===== config.mk =====
export PLATFORM = sky130hd
export DESIGN_NAME = dma_xfer_seq
export DESIGN_NICKNAME = d
export VERILOG_FILES = /design/src/rtl/dma_seq_pkg.sv /design/src/rtl/dma_addr_lane.sv /design/src/rtl/dma_cnt_ctrl.sv /design/src/rtl/dma_xfer_seq.sv
export SDC_FILE = /design/constraint.sdc
export NUM_CORES = 1
export LEC_CHECK = 0
export BUFFER_PORTS_ARGS = -buffer_cell sky130_fd_sc_hd__clkbuf_2
export CORE_MARGIN = 2
export CORE_UTILIZATION = 50
export DETAILED_ROUTE_END_ITERATION = 16
export MAX_ROUTING_LAYER = met4
export PLACE_DENSITY_LB_ADDON = 0.3
export SLEW_MARGIN = 20
export SYNTH_ARGS = -nofsm -noshare
export SYNTH_HDL_FRONTEND = slang
export SYNTH_HIERARCHICAL = 1
export SYNTH_SLANG_ARGS = --single-unit
export TNS_END_PERCENT = 10

===== constraint.sdc =====
create_clock -name clk -period 3.4 [get_ports clk]
set_clock_uncertainty 0.2 [all_clocks]
set_input_delay 0.68 -clock clk [delete_from_list [all_inputs] [get_ports clk]]
set_output_delay 0.68 -clock clk [all_outputs]
set_load 0.01 [all_outputs]

===== src/rtl/dma_seq_pkg.sv =====
package dma_seq_pkg;

    typedef enum logic [1:0] {
        SZ_BYTE = 2'b00,
        SZ_HALF = 2'b01,
        SZ_WORD = 2'b10,
        SZ_WIDE = 2'b11
    } xfer_size_e;

    // Byte step of one item; the spare code behaves as a word
    function automatic logic [2:0] size_step(input logic [1:0] sz);
        case (xfer_size_e'(sz))
            SZ_BYTE: return 3'd1;
            SZ_HALF: return 3'd2;
            default: return 3'd4;
        endcase
    endfunction

    function automatic logic [1:0] size_norm(input logic [1:0] sz);
        return (xfer_size_e'(sz) == SZ_WIDE) ? SZ_WORD : sz;
    endfunction

endpackage


===== src/rtl/dma_addr_lane.sv =====
module dma_addr_lane
    import dma_seq_pkg::*;
#(
    parameter int AW = 32
) (
    input  logic          clk,
    input  logic          rst_n,
    input  logic          load,
    input  logic          adv,
    input  logic          inc,
    input  logic [1:0]    size,
    input  logic [AW-1:0] base,
    output logic [AW-1:0] addr,
    output logic [1:0]    size_eff
);

    logic [AW-1:0] addr_d, addr_q;

    always_comb begin
        addr_d = addr_q;
        if (load) begin
            addr_d = base;
        end else if (adv && inc) begin
            addr_d = addr_q + AW'(size_step(size));
        end
    end

    always_ff @(posedge clk) begin
        if (!rst_n) begin
            addr_q <= '0;
        end else begin
            addr_q <= addr_d;
        end
    end

    assign addr     = addr_q;
    assign size_eff = size_norm(size);

endmodule


===== src/rtl/dma_cnt_ctrl.sv =====
module dma_cnt_ctrl #(
    parameter int CW = 16
) (
    input  logic          clk,
    input  logic          rst_n,
    input  logic          en,
    input  logic          circ,
    input  logic          cnt_wr,
    input  logic [CW-1:0] cnt_wdata,
    input  logic          req,
    input  logic          done,
    output logic          load,
    output logic          adv,
    output logic          req_ack,
    output logic          blk_done,
    output logic [CW-1:0] rem,
    output logic          en_q,
    output logic [CW-1:0] prog_q
);

    typedef struct packed {
        logic          en;
        logic          blk;
        logic [CW-1:0] rem;
        logic [CW-1:0] prog;
    } ctl_t;

    ctl_t s_d, s_q;
    logic live;

    always_comb begin
        s_d     = s_q;
        s_d.en  = en;
        s_d.blk = 1'b0;
        load    = 1'b0;
        adv     = 1'b0;
        live    = en && s_q.en;

        if (cnt_wr && !en) begin
            s_d.prog = cnt_wdata;
        end

        if (en && !s_q.en) begin
            s_d.rem = s_q.prog;
            load    = 1'b1;
        end else if (live && done && (s_q.rem != '0)) begin
            adv = 1'b1;
            if (s_q.rem == CW'(1)) begin
                s_d.blk = 1'b1;
                if (circ) begin
                    s_d.rem = s_q.prog;
                    load    = 1'b1;
                end else begin
                    s_d.rem = '0;
                end
            end else begin
                s_d.rem = s_q.rem - CW'(1);
            end
        end

        req_ack = live && req && (s_q.rem != '0);
    end

    always_ff @(posedge clk) begin
        if (!rst_n) begin
            s_q <= '0;
        end else begin
            s_q <= s_d;
        end
    end

    assign blk_done = s_q.blk;
    assign rem      = s_q.rem;
    assign en_q     = s_q.en;
    assign prog_q   = s_q.prog;

endmodule


===== src/rtl/dma_xfer_seq.sv =====
module dma_xfer_seq #(
    parameter int AW = 32,
    parameter int CW = 16
) (
    input  logic          clk,
    input  logic          rst_n,
    input  logic          chan_en,
    input  logic          circ_mode,
    input  logic [1:0]    per_size,
    input  logic [1:0]    mem_size,
    input  logic          per_inc,
    input  logic          mem_inc,
    input  logic [AW-1:0] per_base,
    input  logic [AW-1:0] mem_base,
    input  logic          cnt_wr,
    input  logic [CW-1:0] cnt_wdata,
    input  logic          req,
    input  logic          xfer_done,
    output logic [AW-1:0] per_addr,
    output logic [AW-1:0] mem_addr,
    output logic [1:0]    per_size_eff,
    output logic [1:0]    mem_size_eff,
    output logic          req_ack,
    output logic          blk_done,
    output logic [CW-1:0] rem_cnt
);

    localparam int NLANE = 2;

    logic          lane_load, lane_adv;
    logic          en_q;
    logic [CW-1:0] prog_q;

    logic [AW-1:0] l_base [NLANE];
    logic [AW-1:0] l_addr [NLANE];
    logic [1:0]    l_size [NLANE];
    logic [1:0]    l_seff [NLANE];
    logic          l_inc  [NLANE];

    assign l_base[0] = per_base;
    assign l_base[1] = mem_base;
    assign l_size[0] = per_size;
    assign l_size[1] = mem_size;
    assign l_inc[0]  = per_inc;
    assign l_inc[1]  = mem_inc;

    dma_cnt_ctrl #(.CW(CW)) u_ctl (
        .clk       (clk),
        .rst_n     (rst_n),
        .en        (chan_en),
        .circ      (circ_mode),
        .cnt_wr    (cnt_wr),
        .cnt_wdata (cnt_wdata),
        .req       (req),
        .done      (xfer_done),
        .load      (lane_load),
        .adv       (lane_adv),
        .req_ack   (req_ack),
        .blk_done  (blk_done),
        .rem       (rem_cnt),
        .en_q      (en_q),
        .prog_q    (prog_q)
    );

    for (genvar i = 0; i < NLANE; i++) begin : g_lane
        dma_addr_lane #(.AW(AW)) u_lane (
            .clk      (clk),
            .rst_n    (rst_n),
            .load     (lane_load),
            .adv      (lane_adv),
            .inc      (l_inc[i]),
            .size     (l_size[i]),
            .base     (l_base[i]),
            .addr     (l_addr[i]),
            .size_eff (l_seff[i])
        );
    end

    assign per_addr     = l_addr[0];
    assign mem_addr     = l_addr[1];
    assign per_size_eff = l_seff[0];
    assign mem_size_eff = l_seff[1];

endmodule


==> results of run 1 <==
[area by class of cell]
class	instances	area (um2)	area share
tap	143	178.9	0.02504
clock buffer	10	239.0	0.03344
sequential	98	1962	0.2746
timing repair buffer	193	1028	0.1439
clock inverter	6	66.31	0.009280
multi-input combinational	568	3618	0.5064
inverter	14	52.55	0.007354
[cells in the mapped netlist (3+ instances only)]
cell type	count	area (um2)
sky130_fd_sc_hd__dfxtp_1	98	1962
sky130_fd_sc_hd__nand2_1	92	345.3
sky130_fd_sc_hd__o21ai_0	61	305.3
sky130_fd_sc_hd__a21oi_1	52	260.3
sky130_fd_sc_hd__nand3_1	32	160.2
sky130_fd_sc_hd__nor2_1	31	116.4
sky130_fd_sc_hd__nand4_1	29	181.4
sky130_fd_sc_hd__clkbuf_1	27	101.4
sky130_fd_sc_hd__xor2_1	21	183.9
sky130_fd_sc_hd__a31oi_1	17	106.4
sky130_fd_sc_hd__and4_1	13	113.9
sky130_fd_sc_hd__inv_1	13	48.80
sky130_fd_sc_hd__and3_1	12	75.07
sky130_fd_sc_hd__nor3_1	12	60.06
sky130_fd_sc_hd__xnor2_1	12	105.1
sky130_fd_sc_hd__nor2b_1	11	68.82
sky130_fd_sc_hd__o31ai_1	11	82.58
sky130_fd_sc_hd__or4_1	11	82.58
sky130_fd_sc_hd__and2_1	10	62.56
sky130_fd_sc_hd__or3_1	10	62.56
sky130_fd_sc_hd__ha_1	8	100.1
sky130_fd_sc_hd__o21ai_1	8	40.04
sky130_fd_sc_hd__nand2b_1	6	37.54
sky130_fd_sc_hd__nor4_1	6	37.54
sky130_fd_sc_hd__o211ai_1	6	45.04
sky130_fd_sc_hd__a21o_1	5	37.54
sky130_fd_sc_hd__buf_6	5	56.30
sky130_fd_sc_hd__o211a_1	5	50.05
sky130_fd_sc_hd__or2_2	5	31.28
sky130_fd_sc_hd__a211oi_1	4	30.03
sky130_fd_sc_hd__a221o_1	4	40.04
sky130_fd_sc_hd__a32oi_1	4	35.03
sky130_fd_sc_hd__a41oi_1	4	35.03
sky130_fd_sc_hd__buf_2	4	20.02
sky130_fd_sc_hd__clkbuf_8	4	55.05
sky130_fd_sc_hd__mux2i_1	4	40.04
sky130_fd_sc_hd__nor4_4	4	85.08
sky130_fd_sc_hd__a21oi_2	3	26.28
sky130_fd_sc_hd__nand3b_1	3	22.52
sky130_fd_sc_hd__nor3_2	3	30.03
[final timing paths]
| kind | from | to | slack (ns) | depth (start not counted) |
|---|---|---|---|---|
| setup / recovery | u_ctl/rem[0]$_SDFFE_PN0P_ | g_lane[0].u_lane/addr[30]$_SDFFE_PN0P_ | 0.28 | 10 |
| hold / removal | u_ctl/prog_q[10]$_SDFFE_PN0P_ | u_ctl/rem[10]$_SDFFE_PN0P_ | 0.24 | 2 |
| setup reg to reg | u_ctl/rem[0]$_SDFFE_PN0P_ | g_lane[0].u_lane/addr[30]$_SDFFE_PN0P_ | 0.28 | 10 |
| hold reg to reg | u_ctl/prog_q[10]$_SDFFE_PN0P_ | u_ctl/rem[10]$_SDFFE_PN0P_ | 0.24 | 2 |
[routing by layer]
metal,share of wire,routed length [um],vias to the layer above
li1,-,-,3021
met1,0.45,7666,2838
met2,0.46,7815,228
met3,0.065,1102,31
met4,0.020,346,0
met5,0,0,-
[cells by family after synthesis]
family | synth area share
xor gates and xnor gates | 0.04913
buffers and inverters | 0.05147
and+or+nand+nor | 0.3080
AOI/OAI and AO/OA | 0.2274
adders and majority gates | 0.02382
muxes | 0.006806
DFF | 0.3335
[through the flow]
stage,hold WS (ns),utilization,instances
after detailed placement,0.2334,0.5965,1016
after CTS,0.2433,0.6231,1032
after floorplan,0.2225,-,723
after global routing,0.2646,0.6231,1032
after global placement,0.2313,0.5965,1016
final,0.2442,0.6231,1032
[power by group through the flow]
stage | clock [mW] | sequential [mW] | combinational (mW)
floorplan | 0 | 1.37 | 0.387
global placement | 0 | 1.37 | 0.639
detailed placement | 0 | 1.37 | 0.643
CTS | 1.08 | 1.34 | 0.648
global route | 1.11 | 1.36 | 0.724
finish | 1.06 | 1.35 | 0.653
[sequential cells by signal, summed over array words and instances (netlist names)]
signal and flops:
u_ctl/rem 16, u_ctl/prog_q 16, u_ctl/blk_done 1, u_ctl/en_q 1
g_lane.u_lane/addr 64
[worst reg2reg max path, delay by kind of cell (launching register included)]
kind / cells / cell delay, ns
adders and majority gates: 1 / 0.21
DFF: 1 / 0.44
AOI/OAI and AO/OA: 2 / 0.47
buffers and inverters: 1 / 0.21
and+or+nand+nor: 6 / 1.49
==> impl_metrics.prom, run 1 <==
# TYPE chip_impl_metric gauge
chip_impl_info{name="outcome",value="finished clean"} 1
chip_impl_metric{name="setup_ws",unit="ns"} 0.2804
chip_impl_metric{name="timing.final.crit_share",unit=""} 0.9175
chip_impl_info{name="worstSetupStartpointType",value="flop"} 1
chip_impl_metric{name="worst_slew_margin_rel",unit=""} 0.3954
chip_impl_metric{name="synth_nets",unit=""} 826
chip_impl_metric{name="period_needed",unit="ns"} 3.120
chip_impl_metric{name="fillers",unit=""} 1042
chip_impl_metric{name="sequential_share_of_power",unit=""} 0.440
chip_impl_info{name="min-delay-path-class",value="reg -> reg"} 1
chip_impl_metric{name="leakagePower",unit="nW"} 3.050
chip_impl_metric{name="globalplace.congestion",unit=""} 0.9354
chip_impl_metric{name="post_drt_wl_per_cell",unit="um"} 16.41
chip_impl_metric{name="post_route_total_power",unit="mW"} 3.057
chip_impl_metric{name="switching_share",unit=""} 0.3137
chip_impl_metric{name="yosysSeqAreaShare",unit=""} 0.3335
chip_impl_metric{name="power.net_switching",unit="uW"} 959.0
chip_impl_metric{name="finalWirelength",unit="mm"} 16.93
chip_impl_metric{name="global_route_wire_length_before_repair",unit="mm"} 27.34
chip_impl_metric{name="async_flop_share",unit=""} 0
chip_impl_metric{name="syn_std_cell_area",unit="um2"} 5883
chip_impl_info{name="layout.cells.most_common_list",value="178 x sky130_fd_sc_hd__clkbuf_2, 98 x sky130_fd_sc_hd__dfxtp_1, 92 x sky130_fd_sc_hd__nand2_1, 61 x sky130_fd_sc_hd__o21ai_0, 52 x sky130_fd_sc_hd__a21oi_1"} 1
chip_impl_metric{name="met3_track_demand_over_resource",unit=""} 0.05346
chip_impl_metric{name="cts_resized",unit=""} 0
chip_impl_metric{name="design.core.area",unit="um2"} 11470
chip_impl_metric{name="clkLatencyLatePin",unit="ns"} 0.35
chip_impl_metric{name="area_after_dpl",unit="um2"} 6840
chip_impl_metric{name="global_route.usage.met1",unit=""} 0.3690
chip_impl_metric{name="die_area",unit="um2"} 12650
chip_impl_metric{name="final_layout_size_suffix_gt1_frac",unit=""} 0.2767
chip_impl_metric{name="design.portCount",unit=""} 179
chip_impl_metric{name="global_route.usage.met2",unit=""} 0.4161
chip_impl_metric{name="die_boundary_height",unit="um"} 112.5
chip_impl_metric{name="slowest_delay",unit="ns"} 0.64
chip_impl_metric{name="report.final.slew_viol_count",unit=""} 0
chip_impl_metric{name="fmaxAchievable",unit="GHz"} 0.3206
chip_impl_metric{name="num-nets-final",unit=""} 987
chip_impl_metric{name="initial_antenna_violation_count",unit=""} 0
chip_impl_metric{name="yosys_register_bits",unit=""} 98
chip_impl_metric{name="setup-violations-final",unit=""} 0
chip_impl_metric{name="ir_drop_worst_vdd",unit="mV"} 0.3702
chip_impl_metric{name="worst_pin_slew",unit="ns"} 0.9027
chip_impl_metric{name="remaining_drc_errors",unit=""} 0
chip_impl_metric{name="comb_power_share",unit=""} 0.214
chip_impl_metric{name="cts_setup_buffers",unit=""} 0
chip_impl_metric{name="area_delta_synth_final",unit="%"} 21.46
chip_impl_metric{name="power-per-cell-area",unit="nW/um2"} 427.8
chip_impl_metric{name="post_dp_hpwl",unit="mm"} 12.27
chip_impl_metric{name="post_cts_hold_buffer_count",unit=""} 0
chip_impl_metric{name="final_design_area_no_fill",unit="um2"} 7146
chip_impl_metric{name="final_tns_setup",unit="ns"} 0
chip_impl_metric{name="ctsHtreeMaxLevel",unit=""} 3
chip_impl_metric{name="grt_remaining_overflow",unit=""} 0
chip_impl_info{name="worstSetupPathType",value="reg -> reg"} 1
chip_impl_metric{name="drt_pass1_iterations",unit=""} 5
chip_impl_metric{name="cts_made_buffers",unit=""} 9
chip_impl_metric{name="synth-edff-count",unit=""} 0
chip_impl_info{name="mostFrequentLayoutCell",value="sky130_fd_sc_hd__clkbuf_2"} 1
chip_impl_metric{name="detailedRoute.firstIterationViolations",unit=""} 588
chip_impl_metric{name="internal-power",unit="mW"} 2.098
chip_impl_metric{name="die_width",unit="um"} 112.5
chip_impl_metric{name="clkSlewWorstSetupHoldPaths",unit="ns"} 0.07
chip_impl_metric{name="worst-endpoint-arrival",unit="ns"} 3.16
chip_impl_info{name="timing.critical_path.max_delay_family",value="simple AND/OR/NAND/NOR gates"} 1
chip_impl_metric{name="drtAntennaViolNets",unit=""} 0
chip_impl_metric{name="starting_density_of_the_core",unit=""} 0.5130
chip_impl_metric{name="timing.critical_path.required",unit="ns"} 3.44
chip_impl_metric{name="final_hold_viol_count",unit=""} 0
chip_impl_metric{name="grt_use_total",unit=""} 0.2729
chip_impl_metric{name="power.clock.fraction",unit=""} 0.346
chip_impl_metric{name="synthesis.instances",unit=""} 723
chip_impl_metric{name="crit_fanout",unit=""} 23
chip_impl_metric{name="netlist-cell-type-count",unit=""} 84
chip_impl_metric{name="port_buffers",unit=""} 178
chip_impl_info{name="crit_path_cell_trace",value="ha_1 > or4b_2 > nor4_4 > a21oi_2 > nor2_4 > buf_12 > nor2b_1 > nand2_1 > nor2_1 > a221o_1"} 1
chip_impl_metric{name="worstPathBufferInverterCount",unit=""} 1
chip_impl_metric{name="vias_per_cell",unit=""} 5.928
chip_impl_metric{name="clock_sinks",unit=""} 98
chip_impl_info{name="cts_tree",value="yes"} 1
chip_impl_metric{name="post-place-ws",unit="ns"} 0.3126
chip_impl_metric{name="maxCapViolations",unit=""} 0
chip_impl_info{name="setup_repair_after_global_routing_missed_its_margin",value="no"} 1
chip_impl_info{name="clockRootBuffer",value="sky130_fd_sc_hd__clkbuf_16"} 1
chip_impl_info{name="worst_setup_path_end_kind",value="flop"} 1
chip_impl_info{name="slowest_cell_on_crit_path",value="sky130_fd_sc_hd__or4b_2"} 1
chip_impl_metric{name="num_vias",unit=""} 6118
chip_impl_metric{name="via_count_of_the_first_global_routing_pass",unit=""} 5462
chip_impl_info{name="top_usage_layer",value="met2"} 1
chip_impl_metric{name="yosys_warnings",unit=""} 6
chip_impl_info{name="ys_flop_type",value="sky130_fd_sc_hd__dfxtp_1"} 1
chip_impl_metric{name="antenna_cells",unit=""} 0
chip_impl_metric{name="largest_net_degree_at_the_start_of_global_routing",unit=""} 50
chip_impl_metric{name="syn_area_per_cell",unit="um2"} 8.137
chip_impl_metric{name="floorplan_row_count",unit=""} 39
chip_impl_metric{name="clk_path_buf_depth",unit=""} 2
Power figures use the tool's default switching activity.
==> run 2, diff against run 1 <==
--- a/config.mk
+++ b/config.mk
@@ -6,7 +6,8 @@
 export NUM_CORES = 1
 export LEC_CHECK = 0
 export BUFFER_PORTS_ARGS = -buffer_cell sky130_fd_sc_hd__clkbuf_2
-export CORE_MARGIN = 2
+export CORE_ASPECT_RATIO = 0.7
+export CORE_MARGIN = 10
 export CORE_UTILIZATION = 50
 export DETAILED_ROUTE_END_ITERATION = 16
 export MAX_ROUTING_LAYER = met4
==> impl_metrics.prom, run 2 (synthesis results as in run 1) <==
# TYPE chip_impl_metric gauge
chip_impl_info{name="outcome",value="finished clean"} 1
chip_impl_metric{name="final_design_area_no_fill",unit="um2"} 7179
chip_impl_info{name="layout.cells.most_common_list",value="178 x sky130_fd_sc_hd__clkbuf_2, 98 x sky130_fd_sc_hd__dfxtp_1, 92 x sky130_fd_sc_hd__nand2_1, 61 x sky130_fd_sc_hd__o21ai_0, 52 x sky130_fd_sc_hd__a21oi_1"} 1
chip_impl_info{name="top_usage_layer",value="met2"} 1
chip_impl_metric{name="detailedRoute.firstIterationViolations",unit=""} 531
chip_impl_metric{name="worst-endpoint-arrival",unit="ns"} 3.23
chip_impl_metric{name="timing.critical_path.required",unit="ns"} 3.42
chip_impl_metric{name="fmaxAchievable",unit="GHz"} 0.3115
chip_impl_metric{name="floorplan_row_count",unit=""} 33
chip_impl_metric{name="num_vias",unit=""} 6187
chip_impl_metric{name="post_drt_wl_per_cell",unit="um"} 17.80
chip_impl_info{name="worstSetupStartpointType",value="flop"} 1
chip_impl_metric{name="comb_power_share",unit=""} 0.212
chip_impl_info{name="clockRootBuffer",value="sky130_fd_sc_hd__clkbuf_16"} 1
chip_impl_metric{name="design.portCount",unit=""} 179
chip_impl_metric{name="setup_ws",unit="ns"} 0.1901
chip_impl_metric{name="worst_slew_margin_rel",unit=""} 0.4150
chip_impl_metric{name="area_delta_synth_final",unit="%"} 22.03
chip_impl_metric{name="timing.final.crit_share",unit=""} 0.9441
chip_impl_metric{name="leakagePower",unit="nW"} 3.055
chip_impl_metric{name="initial_antenna_violation_count",unit=""} 0
chip_impl_metric{name="switching_share",unit=""} 0.3033
chip_impl_metric{name="maxCapViolations",unit=""} 0
chip_impl_metric{name="clkLatencyLatePin",unit="ns"} 0.34
chip_impl_metric{name="global_route_wire_length_before_repair",unit="mm"} 30.00
chip_impl_info{name="crit_path_start",value="u_ctl/rem[0]$_SDFFE_PN0P_"} 1
chip_impl_metric{name="sequential_share_of_power",unit=""} 0.431
chip_impl_metric{name="clkSlewWorstSetupHoldPaths",unit="ns"} 0.07
chip_impl_metric{name="area_after_dpl",unit="um2"} 6848
chip_impl_metric{name="largest_net_degree_at_the_start_of_global_routing",unit=""} 45
chip_impl_metric{name="crit_fanout",unit=""} 18
chip_impl_metric{name="met3_track_demand_over_resource",unit=""} 0.06281
chip_impl_metric{name="globalplace.congestion",unit=""} 0.9776
chip_impl_metric{name="drt_pass1_iterations",unit=""} 5
chip_impl_metric{name="finalWirelength",unit="mm"} 18.65
chip_impl_info{name="cts_tree",value="yes"} 1
chip_impl_metric{name="die_area",unit="um2"} 16570
chip_impl_metric{name="cell_count_post_placement",unit=""} 1032
chip_impl_info{name="worstSetupPathType",value="reg -> reg"} 1
chip_impl_info{name="setup_repair_after_global_routing_missed_its_margin",value="yes"} 1
chip_impl_metric{name="via_count_of_the_first_global_routing_pass",unit=""} 5771
chip_impl_metric{name="power.net_switching",unit="uW"} 945.8
chip_impl_metric{name="report.final.slew_viol_count",unit=""} 0
chip_impl_metric{name="ctsHtreeMaxLevel",unit=""} 3
chip_impl_metric{name="die_width",unit="um"} 149.7
chip_impl_metric{name="power.clock.fraction",unit=""} 0.357
chip_impl_metric{name="fillers",unit=""} 1041
chip_impl_metric{name="antenna_cells",unit=""} 0
chip_impl_metric{name="worst_pin_slew",unit="ns"} 0.8734
chip_impl_info{name="min-delay-path-class",value="reg -> reg"} 1
chip_impl_metric{name="die_boundary_height",unit="um"} 110.8
chip_impl_metric{name="remaining_drc_errors",unit=""} 0
chip_impl_metric{name="cts_made_buffers",unit=""} 9
chip_impl_metric{name="post_dp_hpwl",unit="mm"} 14.31
chip_impl_info{name="worst_setup_path_end_kind",value="flop"} 1
chip_impl_metric{name="setup-violations-final",unit=""} 0
chip_impl_metric{name="design.core.area",unit="um2"} 11600
chip_impl_metric{name="num-nets-final",unit=""} 989
chip_impl_info{name="worst_hold_startpoint",value="u_ctl/prog_q[10]$_SDFFE_PN0P_"} 1
chip_impl_metric{name="post-place-ws",unit="ns"} 0.1586
chip_impl_metric{name="ir_drop_worst_vdd",unit="mV"} 0.2424
chip_impl_metric{name="drtAntennaViolNets",unit=""} 0
chip_impl_metric{name="internal-power",unit="mW"} 2.173
chip_impl_metric{name="port_buffers",unit=""} 178
chip_impl_metric{name="number_of_flip_flops_in_the_largest_register",unit=""} 64
chip_impl_metric{name="clock_sinks",unit=""} 98
chip_impl_metric{name="power-per-cell-area",unit="nW/um2"} 434.4
chip_impl_metric{name="hold-worst-slack",unit="ns"} 0.2478
chip_impl_metric{name="final_hold_viol_count",unit=""} 0
chip_impl_metric{name="global_route.usage.met1",unit=""} 0.3040
chip_impl_metric{name="period_needed",unit="ns"} 3.210
chip_impl_metric{name="post_route_total_power",unit="mW"} 3.119
chip_impl_metric{name="grt_use_total",unit=""} 0.2209
chip_impl_info{name="mostFrequentLayoutCell",value="sky130_fd_sc_hd__clkbuf_2"} 1
chip_impl_metric{name="grt_remaining_overflow",unit=""} 0
chip_impl_info{name="crit-reg2reg-launch",value="u_ctl/rem[0]$_SDFFE_PN0P_"} 1
chip_impl_metric{name="global_route.usage.met2",unit=""} 0.3104
chip_impl_metric{name="clk_path_buf_depth",unit=""} 2
chip_impl_metric{name="vias_per_cell",unit=""} 5.904
chip_impl_metric{name="r2r_setup_slack",unit="ns"} 0.19
chip_impl_metric{name="final_layout_size_suffix_gt1_frac",unit=""} 0.2772
chip_impl_metric{name="starting_density_of_the_core",unit=""} 0.5071
chip_impl_metric{name="post_layout_nonfiller_instances",unit=""} 1048
==> run 2: cell count changes in the layout (fill, tap and decap cells not counted) <==
cell / change
sky130_fd_sc_hd__buf_12: -2
sky130_fd_sc_hd__buf_4: +3
sky130_fd_sc_hd__buf_6: +1
sky130_fd_sc_hd__bufinv_16: +1
sky130_fd_sc_hd__clkbuf_1: +1
sky130_fd_sc_hd__clkinv_2: -2
sky130_fd_sc_hd__clkinv_4: -2
sky130_fd_sc_hd__clkinvlp_4: +1
sky130_fd_sc_hd__inv_6: +1
==> run 2: final cells by class <==
type | instances | area, um2 | share of cell area
sequential | 98 | 1962 | 0.2733
tap | 157 | 196.4 | 0.02736
inverter | 14 | 52.55 | 0.007320
timing repair buffer | 195 | 1022 | 0.1424
clock inverter | 5 | 85.08 | 0.01185
multi-input combinational | 568 | 3618 | 0.5040
clock buffer | 11 | 242.7 | 0.03381
==> run 2: metal layers <==
metal	part of all wire	routed length, um	up-vias
met5	0	0	-
met4	0.016	294	0
met1	0.46	8611	2862
li1	-	-	3018
met2	0.43	7967	278
met3	0.095	1780	29
==> run 2: power by group through the flow <==
stage | logic, mW | registers, mW | clock network (mW)
finish | 0.663 | 1.34 | 1.11
CTS | 0.656 | 1.34 | 1.14
global route | 0.736 | 1.36 | 1.18
global placement | 0.646 | 1.36 | 0
detailed placement | 0.653 | 1.37 | 0
floorplan | 0.387 | 1.37 | 0
==> run 2: repair_timing <==
action                                  CTS  global route
hold buffers                              0             0
buffers inserted                          0             0
resized for setup                         0             1
endpoints found under the setup margin    0             3
==> run 2: path summary, 6_finish.rpt <==
| path | cells past startpoint | endpoint |
|---|---|---|
| worst min register to register | 2 | u_ctl/rem[10]$_SDFFE_PN0P_ |
| worst max-delay path | 9 | g_lane[0].u_lane/addr[14]$_SDFFE_PN0P_ |
| worst max register to register | 9 | g_lane[0].u_lane/addr[14]$_SDFFE_PN0P_ |
| worst min-delay path | 2 | u_ctl/rem[10]$_SDFFE_PN0P_ |
==> run 2: critical path, cell delays in order (launching register included) <==
cell	delay (ns)
sky130_fd_sc_hd__dfxtp_1	0.44
sky130_fd_sc_hd__ha_1	0.20
sky130_fd_sc_hd__or4b_2	0.62
sky130_fd_sc_hd__nor4_4	0.28
sky130_fd_sc_hd__a21oi_2	0.16
sky130_fd_sc_hd__nor2_4	0.26
sky130_fd_sc_hd__inv_1	0.37
sky130_fd_sc_hd__buf_4	0.32
sky130_fd_sc_hd__o21ai_0	0.18
sky130_fd_sc_hd__a31oi_1	0.05
==> run 2: through the flow <==
step                      utilization   TNS (ns)
after detailed placement       0.5902          0
after global placement         0.5902          0
after global routing           0.6188  -0.009982
final                          0.6188          0
after CTS                      0.6185          0
after floorplan                     -          0
